[config.mk]
export PLATFORM = sky130hd
export DESIGN_NAME = lic_top
export DESIGN_NICKNAME = d
export VERILOG_FILES = /design/src/rtl/lic_pkg.sv /design/src/rtl/lic_regs.sv /design/src/rtl/lic_select.sv /design/src/rtl/lic_top.sv
export SDC_FILE = /design/constraint.sdc
export NUM_CORES = 1
export LEC_CHECK = 0
export ABC_AREA = 1
export BUFFER_PORTS_ARGS = -buffer_cell sky130_fd_sc_hd__buf_2
export CAP_MARGIN = 25
export CORE_UTILIZATION = 40
export DETAILED_ROUTE_END_ITERATION = 12
export SYNTH_ARGS = -nofsm -noshare
export SYNTH_HDL_FRONTEND = slang
export SYNTH_HIERARCHICAL = 1
export SYNTH_SLANG_ARGS = --single-unit
[constraint.sdc]
create_clock -name clk -period 3.5 [get_ports clk]
set_input_delay 0.175 -clock clk [delete_from_list [all_inputs] [get_ports clk]]
set_output_delay 0.175 -clock clk [all_outputs]
set_load 0.05 [all_outputs]
[src/rtl/lic_pkg.sv]
package lic_pkg;
  // Width of an interrupt ID field on the register bus
  localparam int ID_W = 10;
  // Acknowledge value meaning "nothing pending"
  localparam logic [ID_W-1:0] ID_NONE = '1;

  // Byte offsets of the register window
  localparam int OFF_CTRL     = 'h000;
  localparam int OFF_EN_SET   = 'h030;
  localparam int OFF_EN_CLR   = 'h034;
  localparam int OFF_ACK      = 'h044;
  localparam int OFF_MSK_SET  = 'h048;
  localparam int OFF_MSK_CLR  = 'h04C;
  localparam int OFF_ROUTE    = 'h100;

  // Position of the implemented-ID count inside the control word
  localparam int CTRL_CNT_LSB = 2;
endpackage

[src/rtl/lic_regs.sv]
// Register state: global enables, per-ID routing bitmaps, per-CPU private masks.
module lic_regs
  import lic_pkg::*;
#(
  parameter int NSRC   = 32,
  parameter int NCPU   = 4,
  parameter int NPRIV  = 8,
  parameter int ADDR_W = 12,
  parameter int CPU_W  = 2
) (
  input  logic                           clk,
  input  logic                           rst_n,
  input  logic                           wr_en,
  input  logic [CPU_W-1:0]               wr_cpu,
  input  logic [ADDR_W-1:0]              wr_addr,
  input  logic [31:0]                    wr_data,
  output logic [NSRC-1:0]                en_q,
  output logic [NSRC-1:0][NCPU-1:0]      route_q,
  output logic [NCPU-1:0][NPRIV-1:0]     mask_q
);
  localparam logic [ADDR_W-1:0] A_EN_SET  = ADDR_W'(OFF_EN_SET);
  localparam logic [ADDR_W-1:0] A_EN_CLR  = ADDR_W'(OFF_EN_CLR);
  localparam logic [ADDR_W-1:0] A_MSK_SET = ADDR_W'(OFF_MSK_SET);
  localparam logic [ADDR_W-1:0] A_MSK_CLR = ADDR_W'(OFF_MSK_CLR);

  logic [ID_W-1:0] wr_id;
  logic            do_en_set, do_en_clr, do_msk_set, do_msk_clr;

  assign wr_id      = wr_data[ID_W-1:0];
  assign do_en_set  = wr_en && (wr_addr == A_EN_SET);
  assign do_en_clr  = wr_en && (wr_addr == A_EN_CLR);
  assign do_msk_set = wr_en && (wr_addr == A_MSK_SET);
  assign do_msk_clr = wr_en && (wr_addr == A_MSK_CLR);

  // one enable flop and one routing field per ID
  for (genvar s = 0; s < NSRC; s++) begin : g_src
    localparam logic [ID_W-1:0]   MY_ID = ID_W'(s);
    localparam logic [ADDR_W-1:0] MY_RA = ADDR_W'(OFF_ROUTE + 4 * s);

    always_ff @(posedge clk) begin
      if (!rst_n) begin
        en_q[s] <= 1'b0;
      end else if (do_en_set && wr_id == MY_ID) begin
        en_q[s] <= 1'b1;
      end else if (do_en_clr && wr_id == MY_ID) begin
        en_q[s] <= 1'b0;
      end
    end

    always_ff @(posedge clk) begin
      if (!rst_n) begin
        route_q[s] <= '0;
      end else if (wr_en && wr_addr == MY_RA) begin
        route_q[s] <= wr_data[NCPU-1:0];
      end
    end
  end

  // private mask bits, written only for the accessing CPU
  for (genvar c = 0; c < NCPU; c++) begin : g_cpu
    localparam logic [CPU_W-1:0] MY_CPU = CPU_W'(c);
    for (genvar p = 0; p < NPRIV; p++) begin : g_priv
      localparam logic [ID_W-1:0] MY_ID = ID_W'(p);
      always_ff @(posedge clk) begin
        if (!rst_n) begin
          mask_q[c][p] <= 1'b1;
        end else if (wr_cpu == MY_CPU && wr_id == MY_ID) begin
          if (do_msk_set) begin
            mask_q[c][p] <= 1'b1;
          end else if (do_msk_clr) begin
            mask_q[c][p] <= 1'b0;
          end
        end
      end
    end
  end
endmodule

[src/rtl/lic_select.sv]
// Per-CPU eligibility and lowest-nonzero-ID selection.
module lic_select
  import lic_pkg::*;
#(
  parameter int NSRC  = 32,
  parameter int NPRIV = 8
) (
  input  logic [NSRC-1:0]  src,
  input  logic [NSRC-1:0]  en,
  input  logic [NSRC-1:0]  route_col,
  input  logic [NPRIV-1:0] mask,
  input  logic             doorbell,
  output logic [ID_W-1:0]  id,
  output logic             pend
);
  logic [NSRC-1:0] elig;

  for (genvar s = 0; s < NSRC; s++) begin : g_elig
    if (s == 0) begin : g_zero
      // ID 0 belongs to the doorbell, the line at index 0 is unused
      assign elig[s] = 1'b0;
    end else if (s < NPRIV) begin : g_priv
      // private, gated by this CPU's mask, routing ignored
      assign elig[s] = src[s] && en[s] && !mask[s];
    end else begin : g_shared
      // shared, gated by this CPU's routing bit
      assign elig[s] = src[s] && en[s] && route_col[s];
    end
  end

  // the doorbell is the fallback, the lowest nonzero eligible ID wins
  always_comb begin
    id = ID_NONE;
    if (doorbell && !mask[0]) begin
      id = '0;
    end
    for (int s = NSRC - 1; s >= 1; s--) begin
      if (elig[s]) begin
        id = ID_W'(s);
      end
    end
  end

  // request whenever the acknowledge value is not the idle code
  assign pend = (id != ID_NONE);
endmodule

[src/rtl/lic_top.sv]
module lic_top
  import lic_pkg::*;
#(
  parameter int NSRC   = 32,
  parameter int NCPU   = 4,
  parameter int NPRIV  = 8,
  parameter int ADDR_W = 12,
  localparam int CPU_W = (NCPU > 1) ? $clog2(NCPU) : 1
) (
  input  logic              clk,
  input  logic              rst_n,
  input  logic              bus_valid,
  input  logic              bus_write,
  input  logic [CPU_W-1:0]  bus_cpu,
  input  logic [ADDR_W-1:0] bus_addr,
  input  logic [31:0]       bus_wdata,
  output logic [31:0]       bus_rdata,
  output logic              bus_rvalid,
  input  logic [NSRC-1:0]   src_i,
  input  logic [NCPU-1:0]   doorbell_i,
  output logic [NCPU-1:0]   irq_o
);
  localparam logic [ADDR_W-1:0] A_CTRL = ADDR_W'(OFF_CTRL);
  localparam logic [ADDR_W-1:0] A_ACK  = ADDR_W'(OFF_ACK);
  localparam logic [31:0]       CTRL_WORD = 32'(NSRC) << CTRL_CNT_LSB;

  logic                         wr_en, rd_en;
  logic [NSRC-1:0]              en_q;
  logic [NSRC-1:0][NCPU-1:0]    route_q;
  logic [NCPU-1:0][NPRIV-1:0]   mask_q;
  logic [NCPU-1:0][NSRC-1:0]    route_col;
  logic [NCPU-1:0][ID_W-1:0]    ack_id;
  logic [ID_W-1:0]              ack_sel;
  logic [31:0]                  rd_word;

  assign wr_en = bus_valid && bus_write;
  assign rd_en = bus_valid && !bus_write;

  lic_regs #(
    .NSRC   (NSRC),
    .NCPU   (NCPU),
    .NPRIV  (NPRIV),
    .ADDR_W (ADDR_W),
    .CPU_W  (CPU_W)
  ) u_regs (
    .clk     (clk),
    .rst_n   (rst_n),
    .wr_en   (wr_en),
    .wr_cpu  (bus_cpu),
    .wr_addr (bus_addr),
    .wr_data (bus_wdata),
    .en_q    (en_q),
    .route_q (route_q),
    .mask_q  (mask_q)
  );

  for (genvar c = 0; c < NCPU; c++) begin : g_cpu
    for (genvar s = 0; s < NSRC; s++) begin : g_col
      assign route_col[c][s] = route_q[s][c];
    end

    lic_select #(
      .NSRC  (NSRC),
      .NPRIV (NPRIV)
    ) u_sel (
      .src       (src_i),
      .en        (en_q),
      .route_col (route_col[c]),
      .mask      (mask_q[c]),
      .doorbell  (doorbell_i[c]),
      .id        (ack_id[c]),
      .pend      (irq_o[c])
    );
  end

  // Acknowledge value for the CPU making the access
  always_comb begin
    ack_sel = ID_NONE;
    for (int c = 0; c < NCPU; c++) begin
      if (bus_cpu == CPU_W'(c)) begin
        ack_sel = ack_id[c];
      end
    end
  end

  // read decode, unmapped addresses give zero
  always_comb begin
    rd_word = '0;
    if (bus_addr == A_CTRL) begin
      rd_word = CTRL_WORD;
    end else if (bus_addr == A_ACK) begin
      rd_word = 32'(ack_sel);
    end else begin
      for (int s = 0; s < NSRC; s++) begin
        if (bus_addr == ADDR_W'(OFF_ROUTE + 4 * s)) begin
          rd_word = 32'(route_q[s]);
        end
      end
    end
  end

  always_ff @(posedge clk) begin
    if (!rst_n) begin
      bus_rvalid <= 1'b0;
      bus_rdata  <= '0;
    end else begin
      bus_rvalid <= rd_en;
      if (rd_en) begin
        bus_rdata <= rd_word;
      end
    end
  end
endmodule

==> results.txt <==
The flow ran to the end, and the final reports show no timing, DRC or antenna violations. The detailed route wirelength on metal2 is 20.6 mm. The combined global-route utilization of all metal layers came out at 27.1%. The critical path start-end classification is reg -> reg. The final layout net count is 2341. The global placer's final weighted congestion is 0.955. The arrival time of the worst setup path came out at 3.54 ns.

The later pin in the worst-skew pair is clocked with a latency of 0.56 ns. In the final routing, the length of wire on met1 measures 20.5 mm. The post-synthesis to final-layout area growth is 11.6%. In this design, the critical path's most frequently occurring cell is sky130_fd_sc_hd__nand2_1. The clock passes through at most 3 buffers. The clock drives 202 sinks.

For this run, the number of Yosys warnings is 6. The synthesized area is 13300 um^2. The floorplan step set the die height to 184 um. The clock transition time at the flip-flop clock pins of the worst setup and hold paths came out at 0.06 ns. The number of inserted filler cells in the final layout is 3541. After global routing the overflow that remains totals 0. The sequential standard cell area came out at 4050 um^2. The wire length per cell is 17.0 um. The highest layer used for signal routing is met4.

The area taken by multi-input logic gates is 8010 um^2. The worst hold path depth is 4. The critical register-to-register path endpoint is bus_rdata[0].

The number of vias in the routed layout is 14100. The largest incremental delay on the critical path is 0.58 ns. The nature of the critical path endpoint is a register.

The count of buffers inserted at the top-level ports is 77. The number of buffers inserted to repair setup after CTS is 0. Across the run, the number of max-cap violations was 0. The remaining number of nets flagged by the antenna check after routing came out at 0.

The post-detailed-route DRC marker count came out at 0. The normalized max-slew margin came out at 30.9%. The detailed-route vias per instance came out at 5.18. STA puts the critical path data required time at 3.93 ns. The slowest library cell on the worst path is sky130_fd_sc_hd__dfxtp_1. The number of cells produced by synthesis came out at 2198. The total power divided by cell area came out at 368 nW/um^2. The count of routing violations after the opening detailed-route iteration is 1156.

The maximum net fanout on the critical path came out at 5. The min-delay analysis places its worst path in the category in -> reg. The routed design could run at a clock period as short as 3.11 ns. The number of slew-limit violations in the final report is 0.

The number of antenna violations at the first check in global routing came out at 2. The pin slew with the least headroom to its limit came out at 1.03 ns. The total I/O pin count came out at 123. The number of cells on the worst reg-to-reg path is 37. Summed over all cells, the static leakage comes to 6.26 nW. Entering global routing, the biggest net connects 71 pins.

Across the VDD grid, the largest voltage drop is 0.313 mV. Setup repair after global routing left no endpoint under its margin. The number of antenna diodes is 0. The number of endpoints failing setup at the final stage came out at 0. The global-route wire length before repair came out at 70.2 mm. The number of iterations in the first detailed-routing pass is 6. The chip width came out at 184 um. The setup slack of the worst register-to-register path came out at 0.39 ns. The standard-cell row count is 66. The worst flop-to-flop path startpoint is u_regs/en_q[30].

The worst hold path terminates at bus_rdata[5]. The routed length on met3 came out at 3.55 mm. In this run the number of H-tree levels came out at 1. The clock buffer count from CTS came out at 26. The share of final-layout standard cells stronger than drive strength 1 is 14.2%. The worst hold path begins at bus_write. On the final layout, the worst clock skew is 0.0161 ns. The via count of the first global-routing pass is 12500. The worst setup path is launched from a register. The final period utilization came out at 89.0%.

The critical path starts at u_regs/en_q[30]. The placeable core region came out at 32600 um^2. At the end of the flow the core is filled with cells to 45.4%. TritonCTS built the clock tree. The overall routed net length came out at 46.1 mm. CTS placed an instance of sky130_fd_sc_hd__clkbuf_16 at the clock tree root. The post-synthesis area per instance is 6.04 um^2. Detailed placement ended at an HPWL of 35.3 mm.

The area enclosed by the die boundary came out at 33900 um^2. The initial core utilization came out at 40.7%. The upper clock frequency limit is 0.321 GHz. Setup total negative slack on the finished layout was measured at 0 ns.

The final-report hold violation count came out at 0.
repair_timing:
action	in CTS	in global routing
resized for setup	0	1
hold buffers	0	0
hold endpoints to repair	0	0
setup endpoints to repair	0	1
worst max-delay path by stage:
stage / endpoint / slack (ns) / cells past startpoint
6_report: bus_rdata[0] / 0.39 / 37
2_1_floorplan: bus_rdata[0] / 1.04 / 37
3_5_place_dp: bus_rdata[0] / 0.41 / 37
3_3_place_gp: bus_rdata[0] / 0.41 / 37
4_1_cts: bus_rdata[0] / 0.39 / 37
5_1_grt: bus_rdata[0] / 0.04 / 37
cell type report:
type / instances / share of cell area (%)
repair buffers: 98 / 3.67
clock inverters: 14 / 0.938
multi-input cells: 1724 / 54.1
flip-flops and latches: 202 / 27.3
well taps: 442 / 3.73
clock buffers: 34 / 5.14
inverters: 203 / 5.14
sequential cells by signal (all words and copies together) (netlist names):
register and count:
u_regs/en_q 31, bus_rvalid 1, bus_rdata 10, u_regs/route_q 128
u_regs/mask_q 32
metrics by stage:
step | power [W] | worst slack [ns] | cells | hold WS, ns | area [um^2]
finish | 0.00546 | 0.387 | 2717 | 0.0415 | 14800
global route | 0.00564 | 0.0368 | 2717 | 0.0705 | 14800
CTS | 0.00551 | 0.387 | 2717 | 0.0287 | 14800
detailed placement | 0.00271 | 0.408 | 2669 | 0.432 | 13900
global placement | 0.00271 | 0.409 | 2669 | 0.428 | 13900
floorplan | 0.00258 | 1.04 | 2219 | 0.313 | 13400
worst max-delay path: cells and delay by family, from the launching register on:
kind	cells	cell delay [ns]
and+or+nand+nor	35	2.20
AOI/OAI and AO/OA	2	0.22
DFF	1	0.58
placed cells by master, fill, tap and decap left out, types with 2 or more instances in the layout:
master,count
sky130_fd_sc_hd__a21oi_1,111
sky130_fd_sc_hd__a31oi_1,8
sky130_fd_sc_hd__buf_2,77
sky130_fd_sc_hd__buf_4,21
sky130_fd_sc_hd__bufinv_16,2
sky130_fd_sc_hd__clkbuf_16,27
sky130_fd_sc_hd__clkbuf_8,6
sky130_fd_sc_hd__clkinv_1,27
sky130_fd_sc_hd__clkinv_2,6
sky130_fd_sc_hd__clkinvlp_4,3
sky130_fd_sc_hd__conb_1,22
sky130_fd_sc_hd__dfxtp_1,201
sky130_fd_sc_hd__inv_1,149
sky130_fd_sc_hd__inv_2,27
sky130_fd_sc_hd__inv_6,2
sky130_fd_sc_hd__nand2_1,646
sky130_fd_sc_hd__nand2_2,18
sky130_fd_sc_hd__nand3_1,59
sky130_fd_sc_hd__nand3_2,83
sky130_fd_sc_hd__nand3_4,16
sky130_fd_sc_hd__nand4_1,22
sky130_fd_sc_hd__nor2_1,504
sky130_fd_sc_hd__nor2_2,14
sky130_fd_sc_hd__nor2_4,8
sky130_fd_sc_hd__nor3_1,21
sky130_fd_sc_hd__nor3b_1,5
sky130_fd_sc_hd__nor4_1,8
sky130_fd_sc_hd__o2111ai_1,2
sky130_fd_sc_hd__o21ai_0,128
sky130_fd_sc_hd__o21ai_1,20
sky130_fd_sc_hd__o22ai_1,10
sky130_fd_sc_hd__or2_0,2
sky130_fd_sc_hd__or2_2,7
sky130_fd_sc_hd__or4_1,2
report_power, final:
group	leakage [nW]	total [W]	switching, W	internal (W)
sequential	1.63	0.00230	0.000000597	0.00230
clock	0.442	0.00279	0.00111	0.00168
combinational	4.19	0.000365	0.000291	0.0000742
metal layers:
metal | vias to the layer above | global-route usage, %
met5 | - | 0
met4 | 0 | 8.60
met3 | 91 | 4.37
met2 | 498 | 44.6
met1 | 6465 | 36.1
li1 | 7024 | -
Note: power is estimated with default switching activity, not from simulation.
